[src/rtl/loop_cbr_pkg.sv]
package loop_cbr_pkg;

    typedef enum logic [1:0] {
        OP_IDLE = 2'b00,
        OP_LDI  = 2'b01,
        OP_DECJ = 2'b10,
        OP_INCJ = 2'b11
    } cbr_op_e;

    function automatic logic op_writes(cbr_op_e op);
        return op != OP_IDLE;
    endfunction

    function automatic logic op_jumps(cbr_op_e op);
        return (op == OP_DECJ) || (op == OP_INCJ);
    endfunction

    function automatic int unsigned idx_width(int unsigned n);
        return (n > 1) ? $clog2(n) : 1;
    endfunction

endpackage

[src/rtl/loop_cnt_bank.sv]
module loop_cnt_bank #(
    parameter int unsigned THREADS = 8,
    parameter int unsigned REGS    = 4,
    parameter int unsigned DATA_W  = 16,
    parameter int unsigned TID_W   = loop_cbr_pkg::idx_width(THREADS),
    parameter int unsigned RID_W   = loop_cbr_pkg::idx_width(REGS)
) (
    input  logic              clk,
    input  logic              rst,
    input  logic [TID_W-1:0]  rd_thr,
    input  logic [RID_W-1:0]  rd_reg,
    output logic [DATA_W-1:0] rd_data,
    input  logic              wr_en,
    input  logic [TID_W-1:0]  wr_thr,
    input  logic [RID_W-1:0]  wr_reg,
    input  logic [DATA_W-1:0] wr_data
);
    localparam int unsigned ENTRIES = THREADS * REGS;
    localparam int unsigned AW      = loop_cbr_pkg::idx_width(ENTRIES) + 1;

    logic [DATA_W-1:0] cells [ENTRIES];
    logic [AW-1:0]     rd_idx;
    logic [AW-1:0]     wr_idx;

    always_comb begin
        rd_idx = AW'(rd_thr) * AW'(REGS) + AW'(rd_reg);
        wr_idx = AW'(wr_thr) * AW'(REGS) + AW'(wr_reg);
    end

    for (genvar e = 0; e < ENTRIES; e++) begin : g_cell
        always_ff @(posedge clk) begin
            if (rst) begin
                cells[e] <= '0;
            end else if (wr_en && (wr_idx == AW'(e))) begin
                cells[e] <= wr_data;
            end
        end
    end

    always_comb begin
        rd_data = '0;
        for (int e = 0; e < ENTRIES; e++) begin
            if (rd_idx == AW'(e)) begin
                rd_data = cells[e];
            end
        end
    end
endmodule

[src/rtl/loop_cnt_alu.sv]
module loop_cnt_alu #(
    parameter int unsigned DATA_W = 16
) (
    input  loop_cbr_pkg::cbr_op_e op,
    input  logic [DATA_W-1:0]     cur,
    input  logic [DATA_W-1:0]     imm,
    output logic [DATA_W-1:0]     res,
    output logic                  nonzero
);
    import loop_cbr_pkg::*;

    always_comb begin
        unique case (op)
            OP_LDI:  res = imm;
            OP_DECJ: res = cur - imm;
            OP_INCJ: res = cur + imm;
            default: res = cur;
        endcase
        nonzero = |res;
    end
endmodule

[src/rtl/loop_pc_sel.sv]
module loop_pc_sel #(
    parameter int unsigned PC_W = 16
) (
    input  logic            jump_op,
    input  logic            nonzero,
    input  logic [PC_W-1:0] pc,
    input  logic [PC_W-1:0] target,
    output logic            taken,
    output logic [PC_W-1:0] next_pc
);
    logic [PC_W-1:0] seq_pc;

    always_comb begin
        seq_pc  = pc + PC_W'(1);
        taken   = jump_op && nonzero;
        next_pc = taken ? target : seq_pc;
    end
endmodule

[src/rtl/loop_cbr_unit.sv]
module loop_cbr_unit #(
    parameter int unsigned THREADS = 8,
    parameter int unsigned REGS    = 4,
    parameter int unsigned DATA_W  = 16,
    parameter int unsigned PC_W    = 16,
    parameter int unsigned TID_W   = loop_cbr_pkg::idx_width(THREADS),
    parameter int unsigned RID_W   = loop_cbr_pkg::idx_width(REGS)
) (
    input  logic              clk,
    input  logic              rst,
    input  logic              in_valid,
    input  logic [1:0]        in_op,
    input  logic [TID_W-1:0]  in_thread,
    input  logic [RID_W-1:0]  in_reg,
    input  logic [DATA_W-1:0] in_imm,
    input  logic [PC_W-1:0]   in_target,
    input  logic [PC_W-1:0]   in_pc,
    output logic              out_taken,
    output logic [PC_W-1:0]   out_next_pc,
    output logic [DATA_W-1:0] out_result,
    output logic              out_wr_en
);
    import loop_cbr_pkg::*;

    typedef struct packed {
        logic              valid;
        cbr_op_e           op;
        logic [TID_W-1:0]  thr;
        logic [RID_W-1:0]  rid;
        logic [DATA_W-1:0] imm;
    } cnt_req_t;

    typedef struct packed {
        logic [DATA_W-1:0] value;
        logic              nonzero;
        logic              write;
        logic              jump;
    } cnt_rsp_t;

    cnt_req_t          req;
    cnt_rsp_t          rsp;
    logic [DATA_W-1:0] cur_val;
    logic [DATA_W-1:0] alu_res;
    logic              alu_nz;

    always_comb begin
        req.valid = in_valid;
        req.op    = cbr_op_e'(in_op);
        req.thr   = in_thread;
        req.rid   = in_reg;
        req.imm   = in_imm;
    end

    loop_cnt_bank #(
        .THREADS(THREADS), .REGS(REGS), .DATA_W(DATA_W),
        .TID_W(TID_W), .RID_W(RID_W)
    ) u_bank (
        .clk     (clk),
        .rst     (rst),
        .rd_thr  (req.thr),
        .rd_reg  (req.rid),
        .rd_data (cur_val),
        .wr_en   (rsp.write),
        .wr_thr  (req.thr),
        .wr_reg  (req.rid),
        .wr_data (rsp.value)
    );

    loop_cnt_alu #(.DATA_W(DATA_W)) u_alu (
        .op      (req.op),
        .cur     (cur_val),
        .imm     (req.imm),
        .res     (alu_res),
        .nonzero (alu_nz)
    );

    always_comb begin
        rsp.value   = alu_res;
        rsp.nonzero = alu_nz;
        rsp.write   = req.valid && op_writes(req.op) && !rst;
        rsp.jump    = req.valid && op_jumps(req.op);
    end

    loop_pc_sel #(.PC_W(PC_W)) u_pcsel (
        .jump_op (rsp.jump),
        .nonzero (rsp.nonzero),
        .pc      (in_pc),
        .target  (in_target),
        .taken   (out_taken),
        .next_pc (out_next_pc)
    );

    assign out_result = rsp.value;
    assign out_wr_en  = rsp.write;
endmodule

[config.mk]
export PLATFORM = sky130hd
export DESIGN_NAME = loop_cbr_unit
export DESIGN_NICKNAME = d
export VERILOG_FILES = /design/src/rtl/loop_cbr_pkg.sv /design/src/rtl/loop_cnt_bank.sv /design/src/rtl/loop_cnt_alu.sv /design/src/rtl/loop_pc_sel.sv /design/src/rtl/loop_cbr_unit.sv
export SDC_FILE = /design/constraint.sdc
export NUM_CORES = 1
export LEC_CHECK = 0
export BUFFER_PORTS_ARGS = -buffer_cell sky130_fd_sc_hd__buf_2
export CORE_AREA = 2 2 337 339
export CTS_CLUSTER_DIAMETER = 80
export DETAILED_ROUTE_END_ITERATION = 7
export DIE_AREA = 0 0 339 341
export PLACE_DENSITY = 0.49
export SYNTH_ARGS = -nofsm -noshare
export SYNTH_HDL_FRONTEND = slang
export SYNTH_HIERARCHICAL = 1
export SYNTH_SLANG_ARGS = --single-unit
[constraint.sdc]
create_clock -name clk -period 6.14 [get_ports clk]
set_input_delay 0.614 -clock clk [delete_from_list [all_inputs] [get_ports clk]]
set_output_delay 0.614 -clock clk [all_outputs]
set_load 0.01 [all_outputs]
==> summary.txt <==
Floorplanning
  • Initial Utilization: 0.2481
  • Die H: 341 microns
  • # IOs: 92
  • Core ar.: 111,900 sq um
  • DIE AREA: 115,600 sq um
  • Site row count: 123
  • Die Wd: 339 microns

Yosys
  • Ys flop type: edfxtp_1
  • Synth Instances: 2,492
  • Syn_nets: 2,571
  • Async SR Flop Fraction: 0
  • Most frequent cell after synthesis: and2_1
  • Seq cells post-synth: 512
  • Sequential element share of the synthesized area: 0.5539
  • Top cell type's share of synthesized area: 0.5539
  • Post-Synthesis Cell Area: 27,760 sq um
  • Post-synth EDFFs: 512
  • Ranking of synthesized cells by area: edfxtp_1 55%, and2_1 12%, a21oi_1 2.8%
  • Syn Area/Cell: 11.14 sq um
  • Synth warn: 6
  • Post-synth top area cell: edfxtp_1
  • Netlist cell types: 98
  • Synth top cells by count: 518 x and2_1, 512 x edfxtp_1, 156 x a21oi_1

Clock network
  • Clock latency on the worst-skew pair: 0.64 ns
  • Clk buf depth: 3
  • CTS Buf Count: 57
  • H-tree level count: 2
  • Clock sink count: 512
  • CTS tree: built
  • CTS root buffer: clkbuf_16
  • Hold_buf cts: 0
  • Clock slew at reported path FFs: 0.06 ns

Job
  • MaxCap Viol Count: 0

Timing
  • Min Tclk post-route: 6.157 ns
  • Final worst setup slack: -0.01730 ns
  • Final setup violation count: 4
  • RSZ-0062 raised after global routing: true
  • Worst slew margin: 0.2123
  • Final period util: 1.003
  • Final hold slack: 0.8952 ns
  • FMAX: 162.4 MHz
  • Hold Fails Final Rpt: 0
  • Least-Margin Pin Slew: 1.182 ns
  • Clk_skew: 0.02954 ns
  • Slew Viols, Final: 0

Placement
  • # port buffers: 91
  • DPL Wire Length: 84.22 mm
  • GP Congestion: 0.9905
  • Placed cell count: 4,348

Critical path
  • Crit start category: input port
  • CP dominant cell by count: buf_4
  • Arrival @ worst endpoint: 5.54 ns
  • Crit-path max FO: 10
  • R2R Setup Slk: 1.18 ns
  • Crit Path Class: input port to output port
  • FF-to-FF path depth: 23
  • Worst path required time: 5.53 ns
  • Max incr delay on CP: 0.39 ns
  • Endpoint class of the critical path: output port
  • Critical-path top delay cell: o41ai_2

Worst hold path
  • Worst hold path type: input port to flip-flop
  • WHS Path Cells: 3

Detailed routing
  • Routed Antenna Nets: 0
  • DRT Pass-1 Iters: 5
  • Vias: 22,700
  • Detailed router's first-iteration violation count: 3,093
  • WL per Instance: 26.79 microns
  • Residual DRC: 0
  • DR vias/cell: 5.069
  • Final WL: 120.0 mm

Run status
  • Status: finished with violations
  • Failing checks: setup timing

Cells and area
  • Nets: 3,008
  • Final core occ: 0.3213
  • Ratio of cells with drive above 1 in the final layout: 0.3011
  • Finished Layout Cells: 4,479
  • Largest regs: u_bank/cells: 512 flops
  • Layout area overhead: 29.53%
  • Most flops, register: u_bank/cells
  • Max reg flops: 512

GRT
  • Global-route wire length before repair: 168.1 mm
  • Initial antenna violation count: 18
  • Vias in the first global route: 21,700
  • Largest net degree at the start of global routing: 35
  • Gr ovfl total: 0
  • Total track usage: 0.2018

Power
  • Pleak: 13.60 nW
  • VDD IR-drop max: 0.2199 mV
  • Final Power: 0.009543 W
  • Pwr dens: 265.4 nW/um^2
placed cells by master, fill, tap and decap left out, types with 11 or more instances in the layout:
cell type / count
a211oi_1: 22
a21o_1: 16
a21oi_1: 133
a21oi_2: 21
a22oi_1: 14
a31oi_1: 21
and2_1: 518
buf_12: 29
buf_2: 87
buf_4: 450
buf_6: 15
clkbuf_1: 13
clkbuf_16: 58
clkinv_1: 14
edfxtp_1: 512
ha_1: 12
inv_1: 18
mux2_2: 24
mux2i_1: 68
nand2_1: 113
nand2b_1: 14
nand3_1: 37
nand4_1: 11
nor2_1: 110
nor2_2: 35
nor2b_1: 19
nor3_1: 42
o21ai_0: 113
o21ai_1: 16
o21bai_1: 21
o21bai_2: 17
o221ai_1: 28
o22ai_1: 33
xnor2_1: 22
xor2_1: 11
critical path, delay by kind of cell:
kind | cells | cell delay, ns
AND/OR/NAND/NOR | 5 | 0.78
buffers and inverters | 7 | 1.11
AO/OA/AOI/OAI | 13 | 2.63
XOR/XNOR | 1 | 0.10
adder cells (fa/ha/maj) | 1 | 0.26
report_power, final:
part	total (W)	switching, W	internal (W)
clock	0.00335	0.00145	0.00190
sequential	0.00403	0.0000580	0.00397
combinational	0.00216	0.00143	0.000736
routing by layer:
metal  vias to the layer above  GRT usage  wire length (microns)
met3                       196    0.04289                  11690
met5                         -          0                     63
met4                        10    0.05769                   3813
met2                      1192     0.3003                  51320
li1                      10000          -                      -
met1                     11310     0.2932                  53100
kinds of logic (layout without fill, tap and decap cells):
family	Yosys count	after routing	share of synthesized area
and+or+nand+nor	990	990	0.2021
xor gates and xnor gates	37	37	0.01168
DFF	512	512	0.5539
AOI/OAI and AO/OA	599	599	0.1415
muxes	103	103	0.04138
other	0	7	0
buffers and inverters	230	710	0.03963
adders and majority gates	21	21	0.009737
metrics by stage:
step / cell area (sq um) / worst slack, ns / setup TNS, ns
after floorplan: 27760 / 0.6137 / 0
after detailed placement: 33170 / -0.6841 / -10.94
after global routing: 35930 / -0.1609 / -2.069
after global placement: 33170 / -0.7078 / -13.30
after CTS: 35630 / 0.002710 / 0
final: 35950 / -0.01730 / -0.03870
cell type report:
type / instances / area, sq um
fillers: 11310 / 75930
flip-flops and latches: 512 / 15370
multi-input cells: 1750 / 12190
repair buffers: 585 / 4651
well taps: 1500 / 1877
clock buffers: 70 / 1475
clock inverters: 32 / 281.5
inverters: 23 / 88.84
diodes: 7 / 17.52
path summary, 6_finish.rpt:
check,start,end
setup / recovery,in_reg[0],out_next_pc[9]
hold / removal,rst,u_bank/cells[1][104]$_SDFFCE_PN0P_
setup reg to reg,u_bank/cells[1][44]$_SDFFCE_PN0P_,u_bank/cells[0][111]$_SDFFCE_PN0P_
hold reg to reg,u_bank/cells[0][240]$_SDFFCE_PN0P_,u_bank/cells[0][144]$_SDFFCE_PN0P_
what timing repair did:
item,in CTS,in global routing
buffers inserted,15,7
gates resized for setup,129,54
cloned,2,1
endpoints found under the setup margin,20,18
pin swaps,42,41
Power figures use the tool's default switching activity.
